[src/rtl/lic_pkg.sv]
package lic_pkg;
    localparam int unsigned LIC_NUM_LVL  = 7;
    localparam int unsigned LIC_SLOTS    = 9;
    localparam int unsigned LIC_VEC_W    = 8;
    localparam int unsigned LIC_VEC_BASE = 64;
    localparam int unsigned LIC_SPUR_VEC = 24;
endpackage

[src/rtl/lic_cfg_regs.sv]
module lic_cfg_regs #(
    parameter int unsigned NUM_LVL = lic_pkg::LIC_NUM_LVL,
    parameter int unsigned SLOTS   = lic_pkg::LIC_SLOTS,
    localparam int unsigned NSRC   = NUM_LVL * SLOTS,
    localparam int unsigned NPROG  = NSRC - NUM_LVL,
    localparam int unsigned SEL_W  = $clog2(NSRC),
    localparam int unsigned LVL_W  = $clog2(NUM_LVL + 1),
    localparam int unsigned PPW    = $clog2(SLOTS - 1),
    localparam int unsigned PRIO_W = $clog2(SLOTS),
    localparam int unsigned WD_W   = 1 + LVL_W + PPW
) (
    input  logic                          clk_i,
    input  logic                          rst_ni,
    input  logic                          we_i,
    input  logic [SEL_W-1:0]              sel_i,
    input  logic [WD_W-1:0]               wdata_i,
    output logic [WD_W:0]                 rdata_o,
    output logic [NSRC-1:0]               mask_d_o,
    output logic [NSRC-1:0][LVL_W-1:0]    lvl_d_o,
    output logic [NSRC-1:0][PRIO_W-1:0]   prio_d_o
);
    localparam logic [SEL_W-1:0] NSRC_S  = SEL_W'(NSRC);
    localparam logic [SEL_W-1:0] NPROG_S = SEL_W'(NPROG);
    localparam logic [PRIO_W-1:0] PRIO_FIXED = PRIO_W'(SLOTS - 1);

    typedef struct packed {
        logic [NSRC-1:0]             mask;
        logic [NPROG-1:0][LVL_W-1:0] lvl;
        logic [NPROG-1:0][PPW-1:0]   prio;
    } cfg_state_t;

    cfg_state_t st_d, st_q;

    always_comb begin
        st_d = st_q;
        if (we_i && (sel_i < NSRC_S)) begin
            st_d.mask[sel_i] = wdata_i[WD_W-1];
            if (sel_i < NPROG_S) begin
                st_d.lvl[sel_i]  = wdata_i[PPW +: LVL_W];
                st_d.prio[sel_i] = wdata_i[PPW-1:0];
            end
        end
    end

    always_ff @(posedge clk_i or negedge rst_ni) begin
        if (!rst_ni) begin
            st_q.mask <= '1;
            st_q.lvl  <= '0;
            st_q.prio <= '0;
        end else begin
            st_q <= st_d;
        end
    end

    assign mask_d_o = st_d.mask;

    for (genvar i = 0; i < NSRC; i++) begin : g_eff
        if (i < NPROG) begin : g_prog
            assign lvl_d_o[i]  = st_d.lvl[i];
            assign prio_d_o[i] = {{(PRIO_W-PPW){1'b0}}, st_d.prio[i]};
        end else begin : g_fixed
            assign lvl_d_o[i]  = LVL_W'(i - NPROG + 1);
            assign prio_d_o[i] = PRIO_FIXED;
        end
    end

    always_comb begin
        rdata_o = '0;
        if (sel_i < NPROG_S) begin
            rdata_o = {1'b0, st_q.mask[sel_i], st_q.lvl[sel_i], st_q.prio[sel_i]};
        end else if (sel_i < NSRC_S) begin
            rdata_o = {1'b1, st_q.mask[sel_i], LVL_W'(sel_i - NPROG_S + SEL_W'(1)), {PPW{1'b0}}};
        end
    end

    // a write to a fixed source leaves every level and priority untouched
    p_fixed_keep_r11: assert property (@(posedge clk_i) disable iff (!rst_ni)
        (we_i && (sel_i >= NPROG_S)) |=> ($stable(st_q.lvl) && $stable(st_q.prio)));
endmodule

[src/rtl/lic_pend.sv]
module lic_pend #(
    parameter int unsigned NSRC = 63,
    localparam int unsigned SEL_W = $clog2(NSRC)
) (
    input  logic              clk_i,
    input  logic              rst_ni,
    input  logic [NSRC-1:0]   irq_i,
    input  logic              clr_i,
    input  logic [SEL_W-1:0]  clr_sel_i,
    output logic [NSRC-1:0]   pend_d_o,
    output logic [NSRC-1:0]   pend_q_o
);
    typedef struct packed {
        logic [NSRC-1:0] bits;
    } pend_state_t;

    pend_state_t st_d, st_q;
    logic [NSRC-1:0] clr_mask;

    always_comb begin
        clr_mask = '0;
        if (clr_i) clr_mask[clr_sel_i] = 1'b1;
        st_d.bits = (st_q.bits & ~clr_mask) | irq_i;
    end

    always_ff @(posedge clk_i or negedge rst_ni) begin
        if (!rst_ni) st_q <= '0;
        else         st_q <= st_d;
    end

    assign pend_d_o = st_d.bits;
    assign pend_q_o = st_q.bits;

    // without a clear, no pending bit drops
    p_sticky_r2: assert property (@(posedge clk_i) disable iff (!rst_ni)
        !clr_i |=> ((pend_q_o & $past(pend_q_o)) == $past(pend_q_o)));

    // every line high at an edge is pending afterwards, clear or not
    p_capture_r10: assert property (@(posedge clk_i) disable iff (!rst_ni)
        (irq_i != '0) |=> ((pend_q_o & $past(irq_i)) == $past(irq_i)));
endmodule

[src/rtl/lic_arbiter.sv]
module lic_arbiter #(
    parameter int unsigned NSRC   = 63,
    parameter int unsigned LVL_W  = 3,
    parameter int unsigned PRIO_W = 4,
    localparam int unsigned SEL_W = $clog2(NSRC)
) (
    input  logic [NSRC-1:0]             pend_i,
    input  logic [NSRC-1:0]             mask_i,
    input  logic [NSRC-1:0][LVL_W-1:0]  lvl_i,
    input  logic [NSRC-1:0][PRIO_W-1:0] prio_i,
    output logic                        win_valid_o,
    output logic [LVL_W-1:0]            win_lvl_o,
    output logic [SEL_W-1:0]            win_sel_o
);
    logic [NSRC-1:0]   elig;
    logic [LVL_W-1:0]  top_lvl;
    logic [PRIO_W-1:0] best_prio;
    logic              found;

    // tier one: highest level carrying an eligible source
    always_comb begin
        top_lvl = '0;
        for (int i = 0; i < NSRC; i++) begin
            elig[i] = pend_i[i] && !mask_i[i] && (lvl_i[i] != '0);
            if (elig[i] && (lvl_i[i] > top_lvl)) top_lvl = lvl_i[i];
        end
    end

    // tier two: largest priority inside that level, strict compare keeps lower index
    always_comb begin
        found     = 1'b0;
        best_prio = '0;
        win_sel_o = '0;
        for (int i = 0; i < NSRC; i++) begin
            if (elig[i] && (lvl_i[i] == top_lvl) && (!found || (prio_i[i] > best_prio))) begin
                found     = 1'b1;
                best_prio = prio_i[i];
                win_sel_o = SEL_W'(i);
            end
        end
    end

    assign win_valid_o = found;
    assign win_lvl_o   = top_lvl;
endmodule

[src/rtl/lvl_irq_ctrl.sv]
module lvl_irq_ctrl #(
    parameter int unsigned NUM_LVL  = lic_pkg::LIC_NUM_LVL,
    parameter int unsigned SLOTS    = lic_pkg::LIC_SLOTS,
    parameter int unsigned VEC_W    = lic_pkg::LIC_VEC_W,
    parameter int unsigned VEC_BASE = lic_pkg::LIC_VEC_BASE,
    parameter int unsigned SPUR_VEC = lic_pkg::LIC_SPUR_VEC,
    localparam int unsigned NSRC    = NUM_LVL * SLOTS,
    localparam int unsigned SEL_W   = $clog2(NSRC),
    localparam int unsigned LVL_W   = $clog2(NUM_LVL + 1),
    localparam int unsigned PPW     = $clog2(SLOTS - 1),
    localparam int unsigned PRIO_W  = $clog2(SLOTS),
    localparam int unsigned WD_W    = 1 + LVL_W + PPW
) (
    input  logic              clk_i,
    input  logic              rst_ni,
    input  logic [NSRC-1:0]   irq_i,
    input  logic              cfg_we_i,
    input  logic [SEL_W-1:0]  cfg_sel_i,
    input  logic [WD_W-1:0]   cfg_wdata_i,
    output logic [WD_W:0]     cfg_rdata_o,
    output logic [NSRC-1:0]   pend_o,
    input  logic              ack_i,
    output logic [LVL_W-1:0]  irq_lvl_o,
    output logic [VEC_W-1:0]  irq_vec_o,
    output logic [VEC_W-1:0]  ack_vec_o
);
    localparam logic [VEC_W-1:0] SPUR_V = VEC_W'(SPUR_VEC);
    localparam logic [VEC_W-1:0] BASE_V = VEC_W'(VEC_BASE);

    typedef struct packed {
        logic [LVL_W-1:0] lvl;
        logic [VEC_W-1:0] vec;
        logic [SEL_W-1:0] win;
        logic [VEC_W-1:0] ack_vec;
    } top_state_t;

    top_state_t st_d, st_q;

    logic [NSRC-1:0]             mask_d, pend_d, pend_q;
    logic [NSRC-1:0][LVL_W-1:0]  lvl_d;
    logic [NSRC-1:0][PRIO_W-1:0] prio_d;
    logic                        win_valid;
    logic [LVL_W-1:0]            win_lvl;
    logic [SEL_W-1:0]            win_sel;
    logic                        clr_en;

    assign clr_en = ack_i && (st_q.lvl != '0);

    lic_cfg_regs #(.NUM_LVL(NUM_LVL), .SLOTS(SLOTS)) i_cfg (
        .clk_i    (clk_i),
        .rst_ni   (rst_ni),
        .we_i     (cfg_we_i),
        .sel_i    (cfg_sel_i),
        .wdata_i  (cfg_wdata_i),
        .rdata_o  (cfg_rdata_o),
        .mask_d_o (mask_d),
        .lvl_d_o  (lvl_d),
        .prio_d_o (prio_d)
    );

    lic_pend #(.NSRC(NSRC)) i_pend (
        .clk_i     (clk_i),
        .rst_ni    (rst_ni),
        .irq_i     (irq_i),
        .clr_i     (clr_en),
        .clr_sel_i (st_q.win),
        .pend_d_o  (pend_d),
        .pend_q_o  (pend_q)
    );

    lic_arbiter #(.NSRC(NSRC), .LVL_W(LVL_W), .PRIO_W(PRIO_W)) i_arb (
        .pend_i      (pend_d),
        .mask_i      (mask_d),
        .lvl_i       (lvl_d),
        .prio_i      (prio_d),
        .win_valid_o (win_valid),
        .win_lvl_o   (win_lvl),
        .win_sel_o   (win_sel)
    );

    always_comb begin
        st_d     = st_q;
        st_d.lvl = win_valid ? win_lvl : '0;
        st_d.win = win_sel;
        st_d.vec = win_valid ? (BASE_V + VEC_W'(win_sel)) : SPUR_V;
        if (ack_i) st_d.ack_vec = st_q.vec;
    end

    always_ff @(posedge clk_i or negedge rst_ni) begin
        if (!rst_ni) begin
            st_q.lvl     <= '0;
            st_q.vec     <= SPUR_V;
            st_q.win     <= '0;
            st_q.ack_vec <= SPUR_V;
        end else begin
            st_q <= st_d;
        end
    end

    assign pend_o    = pend_q;
    assign irq_lvl_o = st_q.lvl;
    assign irq_vec_o = st_q.vec;
    assign ack_vec_o = st_q.ack_vec;

    // the returned vector is the one presented in the acknowledge cycle
    p_ack_vec_r8: assert property (@(posedge clk_i) disable iff (!rst_ni)
        ack_i |=> (ack_vec_o == $past(irq_vec_o)));

    // the returned vector holds between strobes
    p_ack_hold_r8: assert property (@(posedge clk_i) disable iff (!rst_ni)
        !ack_i |=> $stable(ack_vec_o));

    // a presented winner is pending and unmasked in the pending block
    p_win_eligible_r3: assert property (@(posedge clk_i) disable iff (!rst_ni)
        (irq_lvl_o != '0) |-> (pend_q[st_q.win] && !mask_d[st_q.win]));

    // the acknowledged winner leaves the pending set unless re-raised
    p_ack_clears_r8: assert property (@(posedge clk_i) disable iff (!rst_ni)
        (clr_en && !irq_i[st_q.win]) |=> !pend_q[$past(st_q.win)]);
endmodule

[config.mk]
export PLATFORM = sky130hd
export DESIGN_NAME = lvl_irq_ctrl
export DESIGN_NICKNAME = d
export VERILOG_FILES = /design/src/rtl/lic_pkg.sv /design/src/rtl/lic_cfg_regs.sv /design/src/rtl/lic_pend.sv /design/src/rtl/lic_arbiter.sv /design/src/rtl/lvl_irq_ctrl.sv
export SDC_FILE = /design/constraint.sdc
export NUM_CORES = 2
export LEC_CHECK = 0
export ABC_AREA = 1
export BUFFER_PORTS_ARGS = -buffer_cell sky130_fd_sc_hd__buf_2
export CAP_MARGIN = 20
export CORE_ASPECT_RATIO = 0.9
export CORE_MARGIN = 2
export CORE_UTILIZATION = 65
export CTS_BUF_LIST = sky130_fd_sc_hd__clkbuf_4 sky130_fd_sc_hd__clkbuf_8
export DETAILED_ROUTE_END_ITERATION = 8
export PLACE_DENSITY = 0.89
export RECOVER_POWER = 100
export SLEW_MARGIN = 5
export SYNTH_ARGS = -nofsm -noshare
export SYNTH_HDL_FRONTEND = slang
export SYNTH_SLANG_ARGS = --single-unit
[constraint.sdc]
create_clock -name clk_i -period 148.3 [get_ports clk_i]
set_input_delay 29.66 -clock clk_i [delete_from_list [all_inputs] [get_ports clk_i]]
set_output_delay 29.66 -clock clk_i [all_outputs]
set_load 0.02 [all_outputs]
==> results of run 1 <==
[metal layers]
layer / GRT usage [%] / GRT overflow
met1: 96.7 / 383
met4: 119 / 1209
met5: 79.7 / 45
met3: 92.5 / 361
met2: 139 / 4698
[kinds of logic after synthesis]
logic type	after synthesis	share of synthesized area, %
flip-flops	485	33.0
multiplexers	10	0.297
XOR/XNOR	78	1.84
buffers and inverters	956	10.1
AO/OA/AOI/OAI	1153	18.1
AND/OR/NAND/NOR	2461	28.9
adder cells (fa/ha/maj)	227	7.67
other	1	0.0101
[synth_stat cells (13+ instances only)]
library cell / instances
sky130_fd_sc_hd__a31oi_1: 28
sky130_fd_sc_hd__o22ai_1: 33
sky130_fd_sc_hd__inv_2: 28
sky130_fd_sc_hd__clkbuf_1: 128
sky130_fd_sc_hd__a2111oi_0: 15
sky130_fd_sc_hd__and2_1: 82
sky130_fd_sc_hd__nand4_1: 69
sky130_fd_sc_hd__o21a_1: 22
sky130_fd_sc_hd__a22oi_1: 32
sky130_fd_sc_hd__buf_6: 13
sky130_fd_sc_hd__dfrtp_1: 418
sky130_fd_sc_hd__nor2_1: 208
sky130_fd_sc_hd__nor2_2: 15
sky130_fd_sc_hd__o21ai_1: 30
sky130_fd_sc_hd__nor4_1: 13
sky130_fd_sc_hd__a21oi_1: 187
sky130_fd_sc_hd__nand2_1: 1504
sky130_fd_sc_hd__nand3_1: 396
sky130_fd_sc_hd__o2111ai_1: 16
sky130_fd_sc_hd__nor3_1: 43
sky130_fd_sc_hd__a221oi_1: 87
sky130_fd_sc_hd__ha_1: 227
sky130_fd_sc_hd__or2_2: 53
sky130_fd_sc_hd__xor2_1: 78
sky130_fd_sc_hd__o21ai_0: 619
sky130_fd_sc_hd__inv_1: 746
sky130_fd_sc_hd__dfstp_2: 67
sky130_fd_sc_hd__nand2_2: 20
[through the flow]
step           hold WS, ps  setup WS [ps]  cell area, um2  std cells  TNS, ps
4_1_cts                505           8.91           47800       7072        0
3_5_place_dp           491         -10320           42800       6752  -123280
3_3_place_gp           484          -5790           42800       6752   -68890
2_1_floorplan          466           3650           37000       5372        0
[repair_timing]
action,CTS
setup endpoints to repair,12
gates resized for setup,461
pin swaps,160
setup buffers,162
==> insert_results.sql, run 1 <==
INSERT INTO impl_metrics (metric_group, metric, value, unit) VALUES
('synth', 'synth.distinct_cells', '75', ''),
('synth', 'seq_area_frac_synth', '33.0', '%'),
('floorplan', 'fp.dieH', '230', 'um'),
('synth', 'asyncSetResetFlopFracSynth', '100', '%'),
('clocking', 'cts_htree_levels', '3', ''),
('clocking', 'max-clock-path-buffers', '3', ''),
('clocking', 'cts_made_buffers', '84', ''),
('floorplan', 'row_count', '82', ''),
('clocking', 'clock-root-buffer', 'sky130_fd_sc_hd__clkbuf_8', ''),
('global_routing', 'gr-total-overflow', '6696', ''),
('synth', 'post_synth.cell_area_avg', '6.90', 'um2'),
('placed_design', 'io_buffers', '167', ''),
('synth', 'synth_ff_type', 'sky130_fd_sc_hd__dfrtp_1', ''),
('floorplan', 'initial_utilization', '66.1', '%'),
('synth', 'synth-seq-cells', '485', ''),
('placed_design', 'place.gp.congestion', '1.07', ''),
('sta', 'timing.worst_endpoint.kind', 'register data pin', ''),
('synth', 'synth_top_area_cell', 'sky130_fd_sc_hd__dfrtp_1', ''),
('synth', 'synth_largest_type_area_fraction', '28.2', '%'),
('placed_design', 'detailedPlacementHpwl', '103000', 'um'),
('synth', 'synthesis.instances', '5371', ''),
('floorplan', 'ios', '170', ''),
('clocking', 'ctsHoldBuffers', '0', ''),
('outcome', 'stop_error', '[ERROR GRT-0232] Routing congestion too high. Check the congestion heatmap in the GUI.', ''),
('outcome', 'outcome', 'aborted with a tool error', ''),
('synth', 'ys.warnings.count', '0', ''),
('global_routing', 'grt_usage', '110', '%'),
('global_routing', 'grt_start_max_net_pins', '164', ''),
('synth', 'synthesis.area', '0.0370', 'mm2'),
('synth', 'synth_top_cells_by_area', 'sky130_fd_sc_hd__dfrtp_1 28%, sky130_fd_sc_hd__nand2_1 15%, sky130_fd_sc_hd__o21ai_0 8.4%', ''),
('sta', 'worstEndpointGrtRepair', 'st_q[9]$_DFF_PN0_/D', ''),
('clocking', 'tritoncts_num_sinks', '485', ''),
('synth', 'synth-edff-count', '0', ''),
('outcome', 'flow.stopped_at', 'global routing', ''),
('floorplan', 'die_w', '256', 'um');
==> run 2, diff against run 1 <==
- CORE_ASPECT_RATIO: 0.9 -> default
- CORE_UTILIZATION: 65 -> 40
- CTS_BUF_LIST: sky130_fd_sc_hd__clkbuf_4 sky130_fd_sc_hd__clkbuf_8 -> default
- PLACE_DENSITY: 0.89 -> default
- PLACE_DENSITY_LB_ADDON: default -> 0.15
==> insert_results.sql, run 2 <==
INSERT INTO impl_metrics (metric_group, metric, value, unit) VALUES
('outcome', 'outcome', 'finished with violations', ''),
('outcome', 'violations_in_the_final_reports', 'capacitance limit, slew limit', ''),
('sta', 'slew_headroom', '-210', '%'),
('synth', 'synthesis.instances', '5371', ''),
('clocking', 'clock-root-buffer', 'sky130_fd_sc_hd__clkbuf_16', ''),
('worst_setup_path', 'setup.worst_path.class', 'in -> reg', ''),
('detailed_routing', 'detailroute.via_count', '41400', ''),
('sta', 'worst-slew-pin-transition', '4650', 'ps'),
('sta', 'fin_worst_skew', '25.6', 'ps'),
('sta', 'finalHoldViolCount', '0', ''),
('worst_setup_path', 'worst_setup_path_startpoint', 'cfg_sel_i[1]', ''),
('sta', 'final_max_slew_viol_count', '76', ''),
('placed_design', 'io_buffers', '167', ''),
('floorplan', 'dieArea', '0.0951', 'mm2'),
('clocking', 'cts_tree', 'done', ''),
('synth', 'synth_top_cells_by_area', 'sky130_fd_sc_hd__dfrtp_1 28%, sky130_fd_sc_hd__nand2_1 15%, sky130_fd_sc_hd__o21ai_0 8.4%', ''),
('clocking', 'cts_htree_levels', '2', ''),
('clocking', 'clkLatencyLatePin', '660', 'ps'),
('worst_setup_path', 'worst-r2r-cell-count', '944', ''),
('synth', 'synth.distinct_cells', '75', ''),
('synth', 'post_synth.cell_area_avg', '6.90', 'um2'),
('finish', 'most_frequent_cells_in_the_layout', '1164 x sky130_fd_sc_hd__nand2_1, 789 x sky130_fd_sc_hd__buf_4, 697 x sky130_fd_sc_hd__inv_1', ''),
('clocking', 'tritoncts_num_sinks', '485', ''),
('sta', 'timing.fmax', '7.01', 'MHz'),
('synth', 'synth_largest_type_area_fraction', '28.2', '%'),
('floorplan', 'ios', '170', ''),
('worst_setup_path', 'setup.reg_to_reg.worst_slack', '34110', 'ps'),
('worst_setup_path', 'worst_setup_path_end_kind', 'register', ''),
('synth', 'synth-seq-cells', '485', ''),
('sta', 'setup_viol_count_final', '0', ''),
('clocking', 'clkTransAtPathRegs', '60', 'ps'),
('detailed_routing', 'post-route-drc-count', '0', ''),
('synth', 'seq_area_frac_synth', '33.0', '%'),
('synth', 'synth_top_area_cell', 'sky130_fd_sc_hd__dfrtp_1', ''),
('synth', 'ys.warnings.count', '0', ''),
('detailed_routing', 'final_antenna_net_count', '0', ''),
('worst_setup_path', 'crit_fanout', '6', ''),
('floorplan', 'fp.dieH', '308', 'um'),
('worst_setup_path', 'worst_flop_to_flop_path_endpoint', 'irq_vec_o[4]', ''),
('finish', 'final_net_count', '6573', ''),
('synth', 'synth_ff_type', 'sky130_fd_sc_hd__dfrtp_1', ''),
('synth', 'synth-edff-count', '0', ''),
('sta', 'hold_slack_final', '500', 'ps'),
('global_routing', 'grt_antenna_before_repair', '15', ''),
('worst_setup_path', 'crit_arrival', '143230', 'ps'),
('synth', 'asyncSetResetFlopFracSynth', '100', '%'),
('floorplan', 'row_count', '111', ''),
('finish', 'register_with_the_most_flip_flops', 'i_cfg.st_q', ''),
('sta', 'final_critical_path_share_of_the_clock_period', '96.3', '%'),
('worst_setup_path', 'start_of_the_worst_register_to_register_path', 'st_q[13]', ''),
('synth', 'synth_common_cells', '1504 x sky130_fd_sc_hd__nand2_1, 746 x sky130_fd_sc_hd__inv_1, 619 x sky130_fd_sc_hd__o21ai_0', ''),
('floorplan', 'die_w', '308', 'um'),
('global_routing', 'gr-total-overflow', '0', ''),
('worst_setup_path', 'critical_path.endpoint', 'irq_vec_o[4]', ''),
('detailed_routing', 'avgRoutedWirePerCell', '21.8', 'um'),
('floorplan', 'initial_utilization', '40.4', '%'),
('synth', 'synthesis.area', '0.0370', 'mm2'),
('finish', 'most_common_cell_after_layout_fill_and_taps_aside', 'sky130_fd_sc_hd__nand2_1', ''),
('floorplan', 'floorplan_core_area', '0.0917', 'mm2'),
('clocking', 'max-clock-path-buffers', '3', ''),
('worst_setup_path', 'cp.required', '148770', 'ps'),
('worst_setup_path', 'path_common_cell', 'sky130_fd_sc_hd__nand2_2', ''),
('detailed_routing', 'drt_first_pass_iters', '6', ''),
('worst_setup_path', 'crit_path_start_kind', 'primary input', ''),
('finish', 'final_layout_size_suffix_gt1_share', '35.9', '%'),
('flow_run', 'maxCapViolations', '1', ''),
('clocking', 'cts_made_buffers', '60', ''),
('global_routing', 'grt_start_max_net_pins', '158', ''),
('detailed_routing', 'wirelength', '164000', 'um'),
('synth', 'yosys.cell_count.top_type', 'sky130_fd_sc_hd__nand2_1', ''),
('global_routing', 'grt_usage', '32.3', '%'),
('finish', 'syn_to_final_growth', '40.0', '%'),
('hold_path', 'min_path_type', 'reg -> reg', ''),
('detailed_routing', 'first_iter_violations', '3707', ''),
('sta', 'post-route-min-period', '142750', 'ps'),
('placed_design', 'place.gp.congestion', '0.986', ''),
('finish', 'largest_reg_flops', '399', ''),
('placed_design', 'detailedPlacementHpwl', '117000', 'um'),
('worst_setup_path', 'slowest_stage', 'sky130_fd_sc_hd__ha_1', ''),
('finish', 'fill_cells', '8649', ''),
('global_routing', 'wire_length_of_the_first_global_routing_pass', '231000', 'um'),
('worst_setup_path', 'maximum_cell_stage_delay_along_the_critical_path', '310', 'ps'),
('detailed_routing', 'post_drt_via_cell_ratio', '5.51', ''),
('global_routing', 'grt_pass1_vias', '37200', '');
[run 2: cell counts after synthesis]
No cell type changed its count.
[run 2: metrics by stage]
stage	instance area, um2	setup slack (ps)	instances	utilization [%]	setup TNS, ps
5_1_grt	51900	-2290	7502	56.6	-27020
4_1_cts	46200	-4460	7401	50.4	-52820
3_3_place_gp	44100	-5370	7287	48.1	-63210
6_report	51900	5550	7505	56.6	0
3_5_place_dp	44100	-8130	7288	48.2	-96260
2_1_floorplan	37000	3650	5372	-	0
[run 2: kinds of logic after synthesis]
family	share of synthesized area, %
fa+ha+maj	7.67
buf+inv	10.1
compound gates	18.1
simple gates	28.9
other cells	0.0101
mux	0.297
xor+xnor	1.84
flops	33.0
[run 2: layout make-up]
cell class | instances | area, um2 | share of cell area, %
Multi-Input combinational cell | 3931 | 25900 | 49.9
Sequential cell | 485 | 12200 | 23.6
Timing Repair Buffer | 1000 | 7290 | 14.0
Inverter | 788 | 2990 | 5.76
Clock buffer | 93 | 1760 | 3.39
Tap cell | 1186 | 1480 | 2.86
Clock inverter | 19 | 253 | 0.487
Antenna cell | 3 | 7.51 | 0.0145
[run 2: critical path, delay by kind of cell]
| kind | cells | cell delay [ps] |
|---|---|---|
| compound gates | 140 | 13360 |
| simple gates | 539 | 55440 |
| fa+ha+maj | 100 | 26680 |
| buf+inv | 78 | 8270 |
[run 2: repair_timing]
| item | in CTS | in global routing |
|---|---|---|
| buffers inserted | 1 | 101 |
| hold buffers | 0 | 0 |
| setup endpoints to repair | 12 | 12 |
| resized for setup | 63 | 1196 |
| pin swaps | 2 | 580 |
[run 2: worst min path at each step]
| stage | cells past startpoint | start | slack, ps | end |
|---|---|---|---|---|
| detailed placement | 1 | ack_vec_o[5] | 490 | ack_vec_o[5] |
| CTS | 1 | ack_vec_o[5] | 500 | ack_vec_o[5] |
| global route | 1 | ack_vec_o[5] | 520 | ack_vec_o[5] |
| global placement | 1 | ack_vec_o[5] | 480 | ack_vec_o[5] |
| finish | 1 | ack_vec_o[5] | 500 | ack_vec_o[5] |
| floorplan | 2 | i_cfg.st_q[336] | 470 | i_cfg.st_q[336] |
[run 2: layer usage]
| metal | vias up | wire (um) | GRT usage [%] |
|---|---|---|---|
| met5 | - | 240 | 0 |
| met4 | 10 | 6190 | 10.2 |
| met3 | 328 | 15900 | 7.33 |
| met1 | 19700 | 69100 | 44.8 |
| li1 | 19600 | - | - |
| met2 | 1722 | 72200 | 49.7 |
Power of run 2 is left out: the tool's default activity adds up to more than one toggle a clock period on the data nets, which glitch-free logic cannot reach.
